## src/rtl/fp_ctl_pkg.sv

```systemverilog
package fp_ctl_pkg;

  localparam int DATA_W   = 64;
  localparam int RN_LSB   = 0;
  localparam int RN_W     = 2;
  localparam int EN_LSB   = 3;
  localparam int EN_W     = 5;
  localparam int STAT_LSB = 12;
  localparam int STAT_W   = 7;
  localparam int DRN_LSB  = 32;
  localparam int DRN_W    = 3;

  typedef enum logic [1:0] {
    OP_FULL    = 2'd0,
    OP_LIGHT   = 2'd1,
    OP_SET_SRC = 2'd2,
    OP_SET_IMM = 2'd3
  } opKind_e;

  typedef enum logic [1:0] {
    RES_FULL  = 2'd0,
    RES_LIGHT = 2'd1,
    RES_SET   = 2'd2
  } resSel_e;

  typedef struct packed {
    logic    capture;
    logic    loadReg;
    logic    writeRn;
    logic    rnFromImm;
    resSel_e resSel;
  } ctrlStrb_t;

  function automatic logic [DATA_W-1:0] fieldMask(input int lsb, input int width);
    logic [DATA_W-1:0] m;
    m = '0;
    for (int i = 0; i < width; i++) m[lsb+i] = 1'b1;
    return m;
  endfunction

  localparam logic [DATA_W-1:0] SET_MASK =
    fieldMask(DRN_LSB, DRN_W) | fieldMask(EN_LSB, EN_W) | fieldMask(RN_LSB, RN_W);
  localparam logic [DATA_W-1:0] LIGHT_MASK = SET_MASK | fieldMask(STAT_LSB, STAT_W);

endpackage

```

## src/rtl/fp_ctl_move_ctrl.sv

```systemverilog
module fp_ctl_move_ctrl
  import fp_ctl_pkg::*;
(
  input  logic       clk,
  input  logic       rst,
  input  logic       opValid,
  input  logic [1:0] opSel,
  input  logic       isaModern,
  input  logic       fpuEnable,
  input  logic       loadEn,
  output ctrlStrb_t  strb,
  output logic       resultValid,
  output logic       fpuUnavail
);

  opKind_e opKind;
  logic    isSetOp;
  logic    setAllowed;
  logic    trapNow;

  assign opKind     = opKind_e'(opSel);
  assign isSetOp    = (opKind == OP_SET_SRC) || (opKind == OP_SET_IMM);
  assign setAllowed = isSetOp && isaModern && fpuEnable;
  assign trapNow    = opValid && isSetOp && isaModern && !fpuEnable;

  always_comb begin
    strb           = '0;
    strb.resSel    = RES_FULL;
    strb.loadReg   = loadEn && !opValid;
    if (opValid) begin
      unique case (opKind)
        OP_FULL:  strb.capture = 1'b1;
        OP_LIGHT: begin
          strb.capture = 1'b1;
          strb.resSel  = RES_LIGHT;
        end
        default: begin
          if (!isaModern) begin
            strb.capture = 1'b1;
          end else if (setAllowed) begin
            strb.capture   = 1'b1;
            strb.resSel    = RES_SET;
            strb.writeRn   = 1'b1;
            strb.rnFromImm = (opKind == OP_SET_IMM);
          end
        end
      endcase
    end
  end

  always_ff @(posedge clk) begin
    if (rst) begin
      resultValid <= 1'b0;
      fpuUnavail  <= 1'b0;
    end else begin
      resultValid <= strb.capture;
      fpuUnavail  <= trapNow;
    end
  end

endmodule

```

## src/rtl/fp_ctl_move_dp.sv

```systemverilog
module fp_ctl_move_dp
  import fp_ctl_pkg::*;
(
  input  logic              clk,
  input  logic              rst,
  input  ctrlStrb_t         strb,
  input  logic [DATA_W-1:0] srcOperand,
  input  logic [RN_W-1:0]   immRm,
  input  logic [DATA_W-1:0] loadData,
  output logic [DATA_W-1:0] result
);

  logic [DATA_W-1:0] statReg;
  logic [DATA_W-1:0] resNext;
  logic [RN_W-1:0]   newRn;

  assign newRn = strb.rnFromImm ? immRm : srcOperand[RN_LSB +: RN_W];

  always_comb begin
    unique case (strb.resSel)
      RES_LIGHT: resNext = statReg & LIGHT_MASK;
      RES_SET:   resNext = statReg & SET_MASK;
      default:   resNext = statReg;
    endcase
  end

  always_ff @(posedge clk) begin
    if (rst) begin
      statReg <= '0;
      result  <= '0;
    end else begin
      if (strb.writeRn)      statReg[RN_LSB +: RN_W] <= newRn;
      else if (strb.loadReg) statReg <= loadData;
      if (strb.capture)      result <= resNext;
    end
  end

endmodule

```

## src/rtl/fp_ctl_move_unit.sv

```systemverilog
module fp_ctl_move_unit
  import fp_ctl_pkg::*;
(
  input  logic        clk,
  input  logic        rst,
  input  logic        opValid,
  input  logic [1:0]  opSel,
  input  logic [63:0] srcOperand,
  input  logic [1:0]  immRm,
  input  logic        isaModern,
  input  logic        fpuEnable,
  input  logic        loadEn,
  input  logic [63:0] loadData,
  output logic [63:0] result,
  output logic        resultValid,
  output logic        fpuUnavail
);

  ctrlStrb_t strb;

  fp_ctl_move_ctrl i_ctrl (
    .clk(clk), .rst(rst), .opValid(opValid), .opSel(opSel),
    .isaModern(isaModern), .fpuEnable(fpuEnable), .loadEn(loadEn),
    .strb(strb), .resultValid(resultValid), .fpuUnavail(fpuUnavail)
  );

  fp_ctl_move_dp i_dp (
    .clk(clk), .rst(rst), .strb(strb), .srcOperand(srcOperand),
    .immRm(immRm), .loadData(loadData), .result(result)
  );

endmodule

```

## config.mk

```make
export PLATFORM = sky130hd
export DESIGN_NAME = fp_ctl_move_unit
export DESIGN_NICKNAME = d
export VERILOG_FILES = /design/src/rtl/fp_ctl_pkg.sv /design/src/rtl/fp_ctl_move_ctrl.sv /design/src/rtl/fp_ctl_move_dp.sv /design/src/rtl/fp_ctl_move_unit.sv
export SDC_FILE = /design/constraint.sdc
export NUM_CORES = 1
export LEC_CHECK = 0
export ABC_AREA = 0
export CORE_MARGIN = 8
export CORE_UTILIZATION = 45
export DETAILED_ROUTE_END_ITERATION = 10
export DONT_BUFFER_PORTS = 1
export HOLD_SLACK_MARGIN = 0.05
export SLEW_MARGIN = 30
export SYNTH_ARGS = -nofsm -noshare
export SYNTH_HDL_FRONTEND = slang
export SYNTH_SLANG_ARGS = --single-unit
```

## constraint.sdc

```tcl
create_clock -name clk -period 1.03 [get_ports clk]
set_clock_uncertainty 0.1 [all_clocks]
set_input_delay 0.0515 -clock clk [delete_from_list [all_inputs] [get_ports clk]]
set_output_delay 0.0515 -clock clk [all_outputs]
set_load 0.005 [all_outputs]
```

==> results.md, run 1 <==
- Outcome: complete, but fails checks
- Failing checks: negative hold slack
- Proportion of layout cells with a drive suffix above 1: 0.232
- Vertical extent of the die: 114 um
- Num CTS Buffers: 17
- H-tree levels: 4
- Antenna violations before repair: 0
- Total half-perimeter wirelength after legalization and detailed placement: 7.04 mm
- Kind of end point of the critical path: output pin
- Worst reg2reg setup slack: 0.22 ns
- Kind of path behind the tightest hold check: in2reg
- Drt drc: 0
- Skew-Pair Late Insertion Delay: 0.50 ns
- Launching instance or port of the critical path: i_dp.result[4]
- I/O pin count: 204
- Last weighted congestion value of the routability-driven placer: 0.708
- Final layout net count: 593
- DR vias/cell: 5.37
- Sum of overflow across all layers after global routing: 0
- Endpoint of the most critical setup path: result[4]
- Total routing resource utilization after global routing: 0.165
- Post-synth design cell area: 4360 um2
- Summed negative setup slack over all endpoints: 0 ns
- Fmax: 991 MHz
- Cell types with the largest area share after synthesis: sky130_fd_sc_hd__dfxtp_1, sky130_fd_sc_hd__nand2_1, sky130_fd_sc_hd__a22o_1
- Post-synth top area cell: sky130_fd_sc_hd__dfxtp_1
- Number of pins with negative max-slew slack in the final report: 0
- Min Tclk post-route: 1.01 ns
- Post-DRT Antenna Nets: 0
- Max transition margin: 0.643
- Vias after detailed routing: 3,219
- TritonCTS clock tree: yes
- Number of synthesized register bits: 130
- First-pass GRT wire length: 16.8 mm
- Number of fillers in the final layout: 891
- Share of total power consumed by net switching: 0.212
- DR WL met2: 4.82 mm
- Count of warnings emitted by yosys: 0
- Final Core Density: 0.541
- Sequential area share after synthesis: 0.597
- Unrepaired setup endpoints after global routing: true
- Via count of the first global-routing pass: 3,327
- Port Buffers: 0
- Routed Wire Length: 10.6 mm
- Number of hold buffers added after cts: 3
- RR Startpoint: i_dp.statReg[0]
- Initial core utilization: 0.454
- Met3 wire length: 968 um
- Post-Layout Inst Area: 5190 um2
- Syn Inst Count: 458
- Leak: 1.90 nW
- Maximum vdd drop: 888 uV
- Clock Tree Root: sky130_fd_sc_hd__clkbuf_8
- Post-synth top area share: 0.597
- Final Power: 0.0110 W
- Placement-stage cell area: 4550 um2
- Area of the placeable core: 9590 um2
- Met1 wire length: 4.76 mm
- N_diodes: 0
- Buffers from clock root to sink, at most: 2
- Worst Reg2Reg Path Length in Cells: 2
- Number of cells on the critical path: 0
- Number of enable-type register cells in the synthesized netlist: 0
- Final worst path period share: 0.979
- Largest net degree at the start of global routing: 88
- Area delta synth->final: 19.1%
- Clock edge transition at the registers on the reported setup and hold paths: 0.06 ns
- Final count of hold timing violations: 128
- R2R Path End: i_dp.statReg[0]
- Arrival time worst endpoint: 0.86 ns
- Register share of total power: 0.481
- Category of the worst setup path launch point: flop
- Average wire length per cell after detail routing: 17.7 um
- Crit path max fanout: 2
- Required time at the worst-slack endpoint: 0.88 ns
- Cell Int Power: 0.00869 W
- Highest routing layer actually used: met4
- Comb power frac: 0.044
- Top flip-flop cell by instance count after synthesis: sky130_fd_sc_hd__dfxtp_1
- Asr flop ratio synth: 0
- Minimum hold slack: -0.492 ns
- Drt pass-1 iters: 4
- Count of clock tree sinks: 130
- Post-Syn Area per Cell: 9.52 um2
- Clock power share: 0.475
- Number of max-cap violations: 0
- Switching power summed over all nets: 0.00233 W
- Worst setup path category: reg2out
- Initial DRC count: 281
- Die width: 114 um
- Row count: 36
- Net count after synthesis: 596
- Number of post-CTS setup repair buffers: 0
- Worst-margin pin slew: 0.535 ns
- Power density over the cells: 2120 nW/um2
- Die Footprint: 13,100 um2
- Finish-stage setup viols: 0
- Most common library cells after synthesis: sky130_fd_sc_hd__dfxtp_1, sky130_fd_sc_hd__nand2_1, sky130_fd_sc_hd__a21oi_1, sky130_fd_sc_hd__a22o_1, sky130_fd_sc_hd__clkbuf_1
- Cell variety after synth: 20
- Most repeated cell in the gate-level netlist after synthesis: sky130_fd_sc_hd__dfxtp_1
-- per-stage QoR --
| step | setup slack (ns) | std cells |
|---|---|---|
| after global placement | -0.0900 | 566 |
| after floorplan | 0.00103 | 458 |
| after detailed placement | -0.125 | 566 |
| after global routing | -0.0255 | 599 |
| after CTS | -0.0126 | 599 |
| final | 0.0212 | 599 |
-- cell usage in the layout (no fill, tap or decap), drive strengths merged, types with 3 or more instances in the layout --
cell type / n
o21ai: 10
clkbuf: 23
a211oi: 3
dfxtp: 130
buf: 11
nor2b: 5
a21oi: 64
a22o: 54
nand2b: 12
dlygate4sd3: 3
nand2: 128
clkinv: 6
nand4b: 10
-- per-layer routing --
| layer | vias up | track usage |
|---|---|---|
| li1 | 1573 | - |
| met1 | 1529 | 0.199 |
| met2 | 111 | 0.245 |
| met3 | 6 | 0.0796 |
| met4 | 0 | 0.0710 |
| met5 | - | 0 |
-- how the worst min path moves through the flow --
stage	start	endpoint	slack [ns]	cells after the start
2_1_floorplan	loadData[10]	i_dp.statReg[10]	0.09	2
3_3_place_gp	rst	i_dp.statReg[16]	0.03	1
3_5_place_dp	rst	i_dp.statReg[28]	0.03	1
4_1_cts	rst	i_dp.statReg[25]	-0.51	1
5_1_grt	rst	i_dp.statReg[20]	-0.52	1
6_report	rst	i_dp.statReg[20]	-0.49	1
-- logic make-up (layout without fill, tap and decap cells) --
family          after synthesis  in the layout  synth area share
buf+inv                      36             44            0.0382
flops                       130            130             0.597
simple gates                159            159             0.160
compound gates              133            133             0.205
-- power groups by stage --
stage               Combinational (W)  Sequential, W  Clock, W
floorplan                    0.000391        0.00537         0
global placement             0.000468        0.00540         0
detailed placement           0.000482        0.00541         0
CTS                          0.000490        0.00531   0.00540
global route                 0.000545        0.00532   0.00565
finish                       0.000483        0.00530   0.00524
-- timing repair --
action                     CTS  global route
pin swaps                    0             0
resized for setup           66             5
setup endpoints to repair   66            58
hold endpoints to repair   130           128
-- final cells by class --
class	instances	area, um2	share of cell area
clock buffer	23	457	0.0879
multi-input combinational	292	1620	0.311
timing repair buffer	14	200	0.0385
clock inverter	7	60.1	0.0116
sequential	130	2690	0.518
tap	133	166	0.0320
-- state kept, by name (all words and copies together), names as in the netlist --
signal              flops
i_dp.result            64
i_dp.statReg           64
i_ctrl.fpuUnavail       1
i_ctrl.resultValid      1
Power figures use the tool's default switching activity.
==> inputs of run 2 (changes only) <==
Settings changed: PLACE_DENSITY_LB_ADDON set to 0.15.
==> results.md, run 2 (same netlist as run 1, synthesis figures left out) <==
- Outcome: complete, but fails checks
- Failing checks: negative hold slack
- Die width: 114 um (unchanged)
- Clock edge transition at the registers on the reported setup and hold paths: 0.06 ns (about the same)
- Min Tclk post-route: 1.01 ns (+0.00138 ns)
- Drt pass-1 iters: 4 (unchanged)
- N_diodes: 0 (unchanged)
- Port Buffers: 0 (unchanged)
- H-tree levels: 4 (unchanged)
- Number of hold buffers added after cts: 1 (-2)
- Skew-Pair Late Insertion Delay: 0.50 ns (about the same)
- Category of the worst setup path launch point: flop
- DR vias/cell: 5.30 (-1.4%)
- Maximum vdd drop: 918 uV (+3.3%)
- Fmax: 990 MHz (-0.14%)
- Total routing resource utilization after global routing: 0.160 (-0.00529)
- Clock Tree Root: sky130_fd_sc_hd__clkbuf_8
- Largest registers ranked by flip-flop count: i_dp.result: 64 flops, i_dp.statReg: 64 flops
- Post-DRT Antenna Nets: 0 (unchanged)
- Final Worst Setup Slack: 0.0198 ns (-0.00138 ns)
- Area delta synth->final: 19.9%
- Minimum hold slack: -0.485 ns (+0.00652 ns)
- Finish-stage setup viols: 0 (unchanged)
- Final worst path period share: 0.981 (+0.00134)
- Antenna violations before repair: 0 (unchanged)
- Sum of overflow across all layers after global routing: 0 (unchanged)
- Vias after detailed routing: 3,174 (-1.4%)
- I/O pin count: 204 (unchanged)
- Average wire length per cell after detail routing: 17.4 um (-2.1%)
- Leak: 1.92 nW (+0.98%)
- Row count: 36 (unchanged)
- First-pass GRT wire length: 16.1 mm (-4.4%)
- Final count of hold timing violations: 129 (+0.78%)
- Summed negative setup slack over all endpoints: 0 ns (unchanged)
- TritonCTS clock tree: yes
- Top library cells by usage in the layout, fill and taps aside: sky130_fd_sc_hd__nand2_1, sky130_fd_sc_hd__dfxtp_1, sky130_fd_sc_hd__a21oi_1, sky130_fd_sc_hd__dfxtp_2, sky130_fd_sc_hd__a22o_1
- Area of the placeable core: 9590 um2 (unchanged)
- Number of pins with negative max-slew slack in the final report: 0 (unchanged)
- Final layout net count: 593 (unchanged)
- Last weighted congestion value of the routability-driven placer: 0.684 (-3.3%)
- Largest net degree at the start of global routing: 88 (unchanged)
- Power density over the cells: 2200 nW/um2 (+3.6%)
- Most common cell after layout, fill and taps aside: sky130_fd_sc_hd__nand2_1
- Count of clock tree sinks: 130 (unchanged)
- Kind of end point of the critical path: output pin
- Buffers from clock root to sink, at most: 2 (unchanged)
- Max transition margin: 0.616 (-0.0270)
- Number of max-cap violations: 0 (unchanged)
- Via count of the first global-routing pass: 3,111 (-6.5%)
- Worst-margin pin slew: 0.575 ns (+0.0406 ns)
- Initial DRC count: 172 (-39%)
- Drt drc: 0 (unchanged)
- Required time at the worst-slack endpoint: 0.88 ns (about the same)
- Routed Wire Length: 10.4 mm (-2.1%)
- Crit path max fanout: 2 (unchanged)
- Proportion of layout cells with a drive suffix above 1: 0.232 (unchanged)
- Arrival time worst endpoint: 0.86 ns (about the same)
- Worst setup path category: reg2out
- Num CTS Buffers: 17 (unchanged)
- Kind of path behind the tightest hold check: in2reg
- Unrepaired setup endpoints after global routing: true
- Total half-perimeter wirelength after legalization and detailed placement: 6.97 mm (-1.1%)
- Number of post-CTS setup repair buffers: 0 (unchanged)
- Initial core utilization: 0.454 (unchanged)
- Vertical extent of the die: 114 um (unchanged)
- Final Core Density: 0.545 (+0.00326)
- Pre-CTS worst setup slack: -0.126 ns (-0.00128 ns)
- Die Footprint: 13,100 um2 (unchanged)
## run 2: cell count changes in the layout (fill, tap and decap cells not counted), sizes merged
| cell | previous run | this run |
|---|---|---|
| dlygate4sd3 | 3 | 1 |
| bufinv | 1 | 3 |
| clkbuf | 23 | 24 |
| buf | 11 | 13 |
| clkinv | 6 | 3 |
## run 2: power breakdown
| group | internal (W) | switching, W | total [W] |
|---|---|---|---|
| clock network | 0.00377 | 0.00194 | 0.00572 |
| registers | 0.00520 | 0.0000982 | 0.00530 |
| logic | 0.000205 | 0.000265 | 0.000471 |
| total | 0.00918 | 0.00230 | 0.0115 |
## run 2: through the flow
stage	std cells	power [W]	cell area, um2	hold WS [ns]
2_1_floorplan	458	0.00576	4370	0.0875
3_3_place_gp	568	0.00587	4560	0.0288
3_5_place_dp	568	0.00589	4560	0.0313
4_1_cts	599	0.0116	5200	-0.503
5_1_grt	599	0.0120	5230	-0.514
6_report	599	0.0115	5230	-0.485
## run 2: worst paths after layout
kind	endpoint	slack [ns]	startpoint	cells after the start
setup / recovery	result[6]	0.02	i_dp.result[6]	0
hold / removal	i_dp.statReg[16]	-0.49	rst	1
setup reg to reg	i_dp.statReg[1]	0.21	i_dp.statReg[1]	2
hold reg to reg	i_dp.statReg[29]	0.35	i_dp.statReg[29]	2
## run 2: area by class of cell
cell class	instances	area, um2
fillers	899	4370
flip-flops and latches	130	2700
multi-input cells	292	1620
clock buffers	24	460
repair buffers	14	183
well taps	133	166
clock inverters	6	105
## run 2: layer usage
| layer | part of all wire | track usage | up-vias | wire length (um) |
|---|---|---|---|---|
| li1 | - | - | 1577 | - |
| met1 | 0.45 | 0.194 | 1481 | 4720 |
| met2 | 0.45 | 0.243 | 109 | 4640 |
| met3 | 0.092 | 0.0749 | 7 | 963 |
| met4 | 0.0086 | 0.0559 | 0 | 90 |
| met5 | 0 | 0 | - | 0 |
## run 2: repair_timing
item                       4_1_cts  5_1_grt
gates resized for setup         55       15
hold endpoints to repair       130      129
setup endpoints to repair       55       50
